### config.mk
export PLATFORM = sky130hd
export DESIGN_NAME = sfrd_port
export DESIGN_NICKNAME = d
export VERILOG_FILES = /design/src/rtl/sfrd_pkg.sv /design/src/rtl/sfrd_sync.sv /design/src/rtl/sfrd_bank.sv /design/src/rtl/sfrd_ctrl.sv /design/src/rtl/sfrd_port.sv
export SDC_FILE = /design/constraint.sdc
export NUM_CORES = 1
export LEC_CHECK = 0
export BUFFER_PORTS_ARGS = -buffer_cell sky130_fd_sc_hd__clkbuf_2
export CORE_AREA = 2 2 411 413
export DETAILED_ROUTE_END_ITERATION = 10
export DIE_AREA = 0 0 413 415
export PLACE_DENSITY = 0.47
export SYNTH_ARGS = -nofsm -noshare
export SYNTH_HDL_FRONTEND = slang
export SYNTH_SLANG_ARGS = --single-unit
export TNS_END_PERCENT = 20
### constraint.sdc
create_clock -name clk_i -period 6.05 [get_ports clk_i]
set_clock_uncertainty 0.2 [all_clocks]
set_input_delay 0.605 -clock clk_i [delete_from_list [all_inputs] [get_ports clk_i]]
set_output_delay 0.605 -clock clk_i [all_outputs]
set_load 0.005 [all_outputs]
### src/rtl/sfrd_pkg.sv
package sfrd_pkg;
  typedef struct packed {
    logic cs;
    logic oe;
    logic rd;
  } strobe_t;
endpackage

### src/rtl/sfrd_sync.sv
module sfrd_sync #(
  parameter int W = 3
) (
  input  logic         clk_i,
  input  logic         rst_ni,
  input  logic [W-1:0] d_i,
  output logic [W-1:0] q_o
);
  logic [W-1:0] s1_q, s2_q;
  always_ff @(posedge clk_i or negedge rst_ni) begin
    if (!rst_ni) begin
      s1_q <= '0;
      s2_q <= '0;
    end else begin
      s1_q <= d_i;
      s2_q <= s1_q;
    end
  end
  assign q_o = s2_q;
endmodule

### src/rtl/sfrd_bank.sv
module sfrd_bank #(
  parameter int N_FIFO = 4,
  parameter int DEPTH  = 16,
  parameter int DW     = 16,
  localparam int AW    = $clog2(N_FIFO),
  localparam int PW    = $clog2(DEPTH)
) (
  input  logic          clk_i,
  input  logic          rst_ni,
  input  logic          wr_en_i,
  input  logic [AW-1:0] wr_sel_i,
  input  logic [DW-1:0] wr_data_i,
  input  logic          adv_i,
  input  logic [AW-1:0] adv_sel_i,
  input  logic [AW-1:0] rd_sel_i,
  output logic [DW-1:0] rd_word_o,
  output logic          empty_o,
  output logic          full_o
);
  logic [DW-1:0] word_v [N_FIFO];
  logic [N_FIFO-1:0] empty_v, full_v;

  for (genvar g = 0; g < N_FIFO; g++) begin : g_fifo
    logic [DW-1:0] mem [DEPTH];
    logic [PW:0]   wptr_q, rptr_q;
    logic          push;

    assign empty_v[g] = (wptr_q == rptr_q);
    assign full_v[g]  = (wptr_q[PW-1:0] == rptr_q[PW-1:0]) && (wptr_q[PW] != rptr_q[PW]);
    assign push       = wr_en_i && (wr_sel_i == AW'(g)) && !full_v[g];
    assign word_v[g]  = mem[rptr_q[PW-1:0]];

    always_ff @(posedge clk_i) begin
      if (push) mem[wptr_q[PW-1:0]] <= wr_data_i;
    end

    always_ff @(posedge clk_i or negedge rst_ni) begin
      if (!rst_ni) begin
        wptr_q <= '0;
        rptr_q <= '0;
      end else begin
        if (push) wptr_q <= wptr_q + 1'b1;
        if (adv_i && (adv_sel_i == AW'(g)) && !empty_v[g]) rptr_q <= rptr_q + 1'b1;
      end
    end
  end

  assign rd_word_o = word_v[rd_sel_i];
  assign empty_o   = empty_v[rd_sel_i];
  assign full_o    = full_v[rd_sel_i];
endmodule

### src/rtl/sfrd_ctrl.sv
module sfrd_ctrl #(
  parameter int N_FIFO    = 4,
  parameter int MIN_ACT   = 3,
  parameter int MIN_INACT = 2,
  localparam int AW       = $clog2(N_FIFO),
  localparam int ACW      = $clog2(MIN_ACT + 1),
  localparam int ICW      = $clog2(MIN_INACT + 1)
) (
  input  logic          clk_i,
  input  logic          rst_ni,
  input  logic          cs_i,
  input  logic          rd_i,
  input  logic [AW-1:0] sel_i,
  input  logic          empty_i,
  output logic          cap_o,
  output logic          adv_o,
  output logic [AW-1:0] adv_sel_o,
  output logic          underflow_o,
  output logic          pulse_err_o
);
  logic           rd_q, live_q, uf_q, err_q;
  logic [ACW-1:0] act_cnt_q;
  logic [ICW-1:0] ina_cnt_q;
  logic [AW-1:0]  sel_q;
  logic           start, stop, gap_ok, act_ok;

  assign start  = rd_i && !rd_q;
  assign stop   = !rd_i && rd_q;
  assign gap_ok = (ina_cnt_q >= ICW'(MIN_INACT));
  assign act_ok = (act_cnt_q >= ACW'(MIN_ACT));

  always_ff @(posedge clk_i or negedge rst_ni) begin
    if (!rst_ni) begin
      rd_q      <= 1'b0;
      live_q    <= 1'b0;
      uf_q      <= 1'b0;
      err_q     <= 1'b0;
      act_cnt_q <= '0;
      ina_cnt_q <= ICW'(MIN_INACT);
      sel_q     <= '0;
    end else begin
      rd_q <= rd_i;
      if (start) begin
        act_cnt_q <= ACW'(1);
        sel_q     <= sel_i;
        if (!gap_ok) begin
          err_q  <= 1'b1;
          live_q <= 1'b0;
        end else if (!cs_i) begin
          live_q <= 1'b0;
        end else if (empty_i) begin
          uf_q   <= 1'b1;
          live_q <= 1'b0;
        end else begin
          live_q <= 1'b1;
        end
      end else if (rd_i) begin
        if (!act_ok) act_cnt_q <= act_cnt_q + 1'b1;
        if (!cs_i) live_q <= 1'b0;  // select dropped mid-strobe: abort
      end
      if (stop) begin
        ina_cnt_q <= ICW'(1);
        live_q    <= 1'b0;
        if (!act_ok) err_q <= 1'b1;
      end else if (!rd_i && !gap_ok) begin
        ina_cnt_q <= ina_cnt_q + 1'b1;
      end
    end
  end

  assign cap_o       = start && gap_ok && cs_i && !empty_i;
  assign adv_o       = stop && live_q && act_ok;
  assign adv_sel_o   = sel_q;
  assign underflow_o = uf_q;
  assign pulse_err_o = err_q;
endmodule

### src/rtl/sfrd_port.sv
module sfrd_port #(
  parameter int N_FIFO    = 4,
  parameter int DEPTH     = 16,
  parameter int DW        = 16,
  parameter int MIN_ACT   = 3,
  parameter int MIN_INACT = 2,
  localparam int AW       = $clog2(N_FIFO)
) (
  input  logic          clk_i,
  input  logic          rst_ni,
  input  logic          cs_ni,
  input  logic          oe_ni,
  input  logic          rd_ni,
  input  logic [AW-1:0] addr_i,
  input  logic          wr_en_i,
  input  logic [AW-1:0] wr_sel_i,
  input  logic [DW-1:0] wr_data_i,
  output logic [DW-1:0] data_o,
  output logic          data_oe_o,
  output logic          empty_o,
  output logic          full_o,
  output logic          underflow_o,
  output logic          pulse_err_o
);
  import sfrd_pkg::*;

  strobe_t       strb_s;
  logic [2:0]    strb_raw, strb_q;
  logic          cap, adv;
  logic [AW-1:0] adv_sel;
  logic [DW-1:0] rd_word, word_q;

  assign strb_raw = {~cs_ni, ~oe_ni, ~rd_ni};

  sfrd_sync #(.W(3)) u_sync (
    .clk_i (clk_i),
    .rst_ni(rst_ni),
    .d_i   (strb_raw),
    .q_o   (strb_q)
  );
  assign strb_s = strobe_t'(strb_q);

  sfrd_ctrl #(
    .N_FIFO(N_FIFO), .MIN_ACT(MIN_ACT), .MIN_INACT(MIN_INACT)
  ) u_ctrl (
    .clk_i      (clk_i),
    .rst_ni     (rst_ni),
    .cs_i       (strb_s.cs),
    .rd_i       (strb_s.rd),
    .sel_i      (addr_i),
    .empty_i    (empty_o),
    .cap_o      (cap),
    .adv_o      (adv),
    .adv_sel_o  (adv_sel),
    .underflow_o(underflow_o),
    .pulse_err_o(pulse_err_o)
  );

  sfrd_bank #(.N_FIFO(N_FIFO), .DEPTH(DEPTH), .DW(DW)) u_bank (
    .clk_i    (clk_i),
    .rst_ni   (rst_ni),
    .wr_en_i  (wr_en_i),
    .wr_sel_i (wr_sel_i),
    .wr_data_i(wr_data_i),
    .adv_i    (adv),
    .adv_sel_i(adv_sel),
    .rd_sel_i (addr_i),
    .rd_word_o(rd_word),
    .empty_o  (empty_o),
    .full_o   (full_o)
  );

  always_ff @(posedge clk_i or negedge rst_ni) begin
    if (!rst_ni)  word_q <= '0;
    else if (cap) word_q <= rd_word;
  end

  assign data_o    = word_q;
  assign data_oe_o = strb_s.oe;
endmodule

; ---- Yosys cells after proc, flatten, opt, wreduce, memory -nomap -nowiden
; Memories as Yosys holds them, arrays and structs flattened.
; Cells that the tools add are included.
[totals]
wordCells = 139
output_inout_bits = 21
mem_bits_rw = 1024
mem_count = 4
reg_bits = 72
[classes]
n_mux = 31
n_eq_ne = 20
bitwise_logic = 4
n_reduce_logical = 48
addsub = 10
magnitude_cmp = 4
[mem_list]
columns = name, depth, width, rd, rd_ports_with_merged_regs, wr, line
row1 = u_bank.g_fifo[0].mem, 16, 16, 1, 0, 1, sfrd_bank.sv:24  ; logic [DW-1:0] mem [DEPTH];
row2 = u_bank.g_fifo[1].mem, 16, 16, 1, 0, 1, sfrd_bank.sv:24
row3 = u_bank.g_fifo[2].mem, 16, 16, 1, 0, 1, sfrd_bank.sv:24
row4 = u_bank.g_fifo[3].mem, 16, 16, 1, 0, 1, sfrd_bank.sv:24
[op_table]
columns = op, count
row1 = $add A5 B1 Y5 const B, 8
row2 = $bmux W16 S2, 1
row3 = $mux W16, 2
row4 = $logic_and A1 B1 Y1, 28
row5 = $mux W1, 21
row6 = $eq A5 B5 Y1, 4
row7 = $eq A4 B4 Y1, 4
row8 = $logic_not A1 Y1, 12
row9 = $mux W2, 5
row10 = $eq A2 B2 Y1 const B, 4
row11 = $add A2 B1 Y2 const B, 2
row12 = $bmux W1 S2, 2
row13 = $eq A2 B1 Y1 const B, 2
row14 = $ge A2 B2 Y1 const B, 2
row15 = $logic_not A2 Y1, 2
row16 = $ne A1 B1 Y1, 4
row17 = $reduce_and A2 Y1, 2
row18 = $reduce_and A4 Y1, 1
row19 = $reduce_bool A2 Y1, 2
row20 = $ge A3 B3 Y1 const B, 1
row21 = $lt A2 B3 Y1 const B, 1
row22 = $ne A3 B1 Y1 const B, 1
row23 = $not A1 Y1, 3
row24 = $not A2 Y3, 1
row25 = other kinds (2), 2

; ---- Depth between registers and ports, before layout
[depth]
word_depth = 8
ltp_mapped = 9

; ---- By module
; Synthesis repeated with hierarchy kept, for this count alone.
[hier_totals]
cells_unflattened = 2156
hier_area_um2 = 43346.6
[modules_own_cells]
columns = mod, cells_each, seq_area_each_um2, area_each_um2, instances
row1 = sfrd_bank, 2069, 31750.5, 42024.1, 1
row2 = sfrd_port, 37, 400.4, 660.6, 1
row3 = sfrd_ctrl, 44, 251.5, 511.7, 1
row4 = sfrd_sync, 6, 150.1, 150.1, 1

; ---- Worst setup path after synthesis
; Ideal clock, no wire load.
[synth_timing]
path_kind = register to register
start = register u_bank.g_fifo[0].rptr_q[1]
end = memory u_bank.g_fifo[0].mem[3][0], enable pin
synth_period_minus_slack_ns = 3.321
n_path_buf = 1
required_time_ns = 5.441
path_slack_ns = 2.729
stages_incl_launch_ff = 8
arrival_time_ns = 2.712
setup_time_ns = 0.409
path_cell_list = dfrtp_1 -> buf_6 -> xnor2_1 -> nand4_1 -> nor2b_1 -> nor4b_2 -> nand2_1 -> nor3_1
[synth_between]
elab_chain_cells = 6
[synth_lines]
columns = element, line
row1 = "start, declared", sfrd_bank.sv:25  ; logic [PW:0] wptr_q, rptr_q;
row2 = "start signal, assigned", sfrd_bank.sv:43  ; if (adv_i && (adv_sel_i == AW'(g)) && !empty_v[g]) rptr_q <= rptr_q + 1'b1;
row3 = $eq A4 B4 Y1, sfrd_bank.sv:29  ; assign full_v[g] = (wptr_q[PW-1:0] == rptr_q[PW-1:0]) && (wptr_q[PW] != rptr_q[PW]);
row4 = $logic_and A1 B1 Y1, sfrd_bank.sv:29
row5 = $logic_not A1 Y1, sfrd_bank.sv:30  ; assign push = wr_en_i && (wr_sel_i == AW'(g)) && !full_v[g];
row6 = $logic_and A1 B1 Y1, sfrd_bank.sv:30
row7 = $mux W1, sfrd_bank.sv:34  ; if (push) mem[wptr_q[PW-1:0]] <= wr_data_i;
row8 = $mux W1 (not written as such), sfrd_bank.sv:34
row9 = "end, declared", sfrd_bank.sv:24
; Every way passes these cells.

; ---- Final worst setup path
[layout_timing]
start = register u_bank.g_fifo[3].rptr_q[0]
end = register word_q[1], in the netlist data_o[1]
[layout_between]
elab_chain_cells = 5
word_cells_on_any_way = 9
classes_between = eq/ne (1) / mux (5) / reduce/logical (2) / memory (1)
[layout_lines]
columns = element, line
row1 = "start, declared", sfrd_bank.sv:25
row2 = "start signal, assigned", sfrd_bank.sv:43
row3 = branches (longest 5 deep; another with $mem_v2 Z16 W16), n/a
row4 = "end signal, assigned", sfrd_port.sv:75  ; else if (cap) word_q <= rd_word;
row5 = "end, declared", sfrd_port.sv:31  ; logic [DW-1:0] rd_word, word_q;
; Parallel ways; which one is timed is not known. The select of a mux whose other input is x is not followed.
; A chain may end at the register's enable or synchronous reset.

==> flow_summary.ini <==
[grt]
antenna_found_initial = 7
overflow = 0
grt_pass1_vias = 21890
track_usage_pct = 13.00
grt_pass1_wl_mm = 161.8
grt_max_degree = 71

[cts]
cts_buffer_depth = 3
postCtsSetupBuffers = 0
cts_sinks = 1096
insertion_delay_ps = 700
clk_pin_slew_ps = 60
cts_tree = built
cts_buffers = 114
htree_levels = 3
cts_root_buffer = clkbuf_16
ctsResizeCount = 0

[min_path]
whs_path_depth = 0
hold_path_class = reg -> reg
hold-path-endpoint = u_sync.q_o[1]
hold_start = u_sync.s1_q[1]

[critical_path]
path_buf_inv = 1
endpoint_kind = flop
reg2regPathDepth = 7
slowest_stage = dfrtp_4
crit_chain = buf_4, mux4_2, mux2i_1, o2111ai_1, a21oi_1, nor2_1, mux2_2
crit_type = reg -> reg
r2r_start = u_bank.g_fifo[3].rptr_q[0]
cpPeakStageDelay_ps = 880
critPathLaunchType = flop
worstPathRequired_ps = 6420
rrSetupSlack_ps = 1790
r2r_end = data_o[1]
cp_top_family = multiplexers
crit_arrival_ps = 4640
cp_max_fo = 48

[synthesis]
synthCells = 2146
synth_nets = 2194
synth-edff-count = 1024
synthesis.area_um2 = 43180
yosysTopAreaCell = edfxtp_1
seq_area_frac_synth_pct = 75.39
ys_top_cells_by_count = edfxtp_1 (1024), mux4_2 (198), mux2_2 (119)
synth.distinct_cells = 55
async_reset_ff_share_pct = 6.569
yosysMostFrequentCell = edfxtp_1
ys_seq_elements = 1096
synth_top_area_share_pct = 71.22
synth_top_flop_cell = edfxtp_1
yosys_warnings = 0
synth_area_leaders = edfxtp_1 (71%), mux4_2 (10%), dfrtp_1 (4.1%)
syn_avg_cell_area_um2 = 20.12

[sta]
min_period_ps = 4264
finalSetupViolCount = 0
fmax_ghz = 0.2345
relSlewSlack_pct = 5.298
setup-tns-final_ps = 0
final-max-slew-violation-count = 0
worstMarginPinSlew_ps = 1421
rsz0062_at_grt = no
period_share_pct = 70.47
finalHoldViolations = 0

[cells_and_area]
syn_to_final_growth_pct = 16.54
final_cell_area_um2 = 50320
fin_nets = 2335
nFillCells = 16177
drive_gt1_share_pct = 28.09

[drt]
drt_iter0_drc = 2229
postRouteAntennaNets = 0
wl_per_cell_um = 24.37
routed_wl_mm = 111.9
drt_first_pass_iters = 6
viasPerCell = 4.565
drc_errors = 0
via_count = 20956

[job]
maxCapViolCount = 0

[die]
die_h_um = 415
rows = 150
core_area_um2 = 166700
dieArea_um2 = 171400
io_pins = 47
start_util_pct = 25.91
dieWidth_um = 413

[pwr]
p_leak_nw = 15.43
power_density_nw_per_um2 = 353.0
vdd_drop_max_v = 0.0002849

[placed_design]
placed_area_um2 = 46400
gp_congestion = 0.7656
place_hpwl_mm = 66.81
port_buffers = 46

[outcome]
status = completed
metrics by stage:
step	total power, W	util, %	hold WS, ps	setup WS [ps]	cells
after detailed placement	0.01074	27.84	138.7	1776	4371
after floorplan	0.009968	-	109.4	2729	2146
after CTS	0.01799	30.19	152.3	1765	4589
after global routing	0.01842	30.19	157.6	1594	4589
after global placement	0.01070	27.83	139.3	1847	4370
final	0.01776	30.19	148.8	1786	4591
logic make-up after synthesis:
family / Yosys count / share of synthesized area (%)
xor+xnor: 53 / 1.075
mux: 407 / 15.61
compound gates: 155 / 2.727
fa+ha+maj: 22 / 0.6375
flops: 1096 / 75.39
simple gates: 278 / 3.104
buf+inv: 135 / 1.452
layout by cell type (no fill, tap or decap), types with 24 or more instances in the layout:
cell / netlist / final
edfxtp_1: 1024 / 1024
a22oi_1: 42 / 42
nand2_1: 94 / 94
clkbuf_16: 0 / 115
o2111ai_1: 39 / 39
mux2_2: 119 / 119
mux4_2: 198 / 198
clkbuf_2: 0 / 45
nand3_1: 24 / 24
dfrtp_1: 71 / 59
nor2_1: 64 / 64
buf_4: 5 / 91
xnor2_1: 44 / 44
mux2i_1: 82 / 82
worst register-to-register path: stages, from the launching register on:
cell	delay, ps
dfrtp_4	880
buf_4	810
mux4_2	620
mux2i_1	300
o2111ai_1	150
a21oi_1	750
nor2_1	130
mux2_2	290
power breakdown:
part / switching [W] / leakage [nW] / internal (W)
Combinational: 0.000839 / 3.46 / 0.000673
Sequential: 0.000418 / 10.1 / 0.00861
Clock: 0.00295 / 1.89 / 0.00428
timing repair:
action,CTS,global route
hold buffers,4,0
setup endpoints to repair,0,0
endpoints found under the hold margin,25,0
registers in the layout, indices dropped and copies added, names as in the netlist:
| signal | flops |
|---|---|
| u_bank.g_fifo.rptr_q | 20 |
| u_sync.s1_q | 3 |
| u_ctrl.adv_sel_o | 2 |
| u_ctrl.live_q | 1 |
| u_ctrl.rd_q | 1 |
| u_ctrl.underflow_o | 1 |
| u_bank.g_fifo.wptr_q | 20 |
| u_bank.g_fifo.mem | 1024 |
| u_ctrl.ina_cnt_q | 2 |
| u_ctrl.act_cnt_q | 2 |
| u_ctrl.pulse_err_o | 1 |
| u_sync.q_o | 3 |
| data_o | 16 |
layout make-up:
type / instances / area, µm² / area share (%)
Clock inverter: 72 / 847.1 / 1.683
Sequential cell: 1096 / 32580 / 64.75
Clock buffer: 142 / 3029 / 6.020
Multi-Input combinational cell: 915 / 10070 / 20.00
Tap cell: 2204 / 2758 / 5.480
Antenna cell: 2 / 5.005 / 0.009946
Timing Repair Buffer: 141 / 963.4 / 1.915
Inverter: 19 / 71.32 / 0.1417
routing by layer:
| metal | GRT usage [%] | share of wire (%) |
|---|---|---|
| met5 | 0 | 0.012 |
| met4 | 3.322 | 2.3 |
| met1 | 18.08 | 45 |
| met3 | 2.671 | 5.9 |
| met2 | 20.67 | 47 |
worst max path at each step:
stage,from,end,depth (start not counted)
after floorplan,u_bank.g_fifo[0].rptr_q[1],u_bank.g_fifo[0].mem[3][0],7
after global placement,u_bank.g_fifo[3].rptr_q[0],data_o[1],7
after detailed placement,u_bank.g_fifo[3].rptr_q[0],data_o[1],7
after CTS,u_bank.g_fifo[3].rptr_q[0],data_o[1],7
after global routing,u_bank.g_fifo[3].rptr_q[0],data_o[1],7
final,u_bank.g_fifo[3].rptr_q[0],data_o[1],7
(Power assumes the default switching activity.)
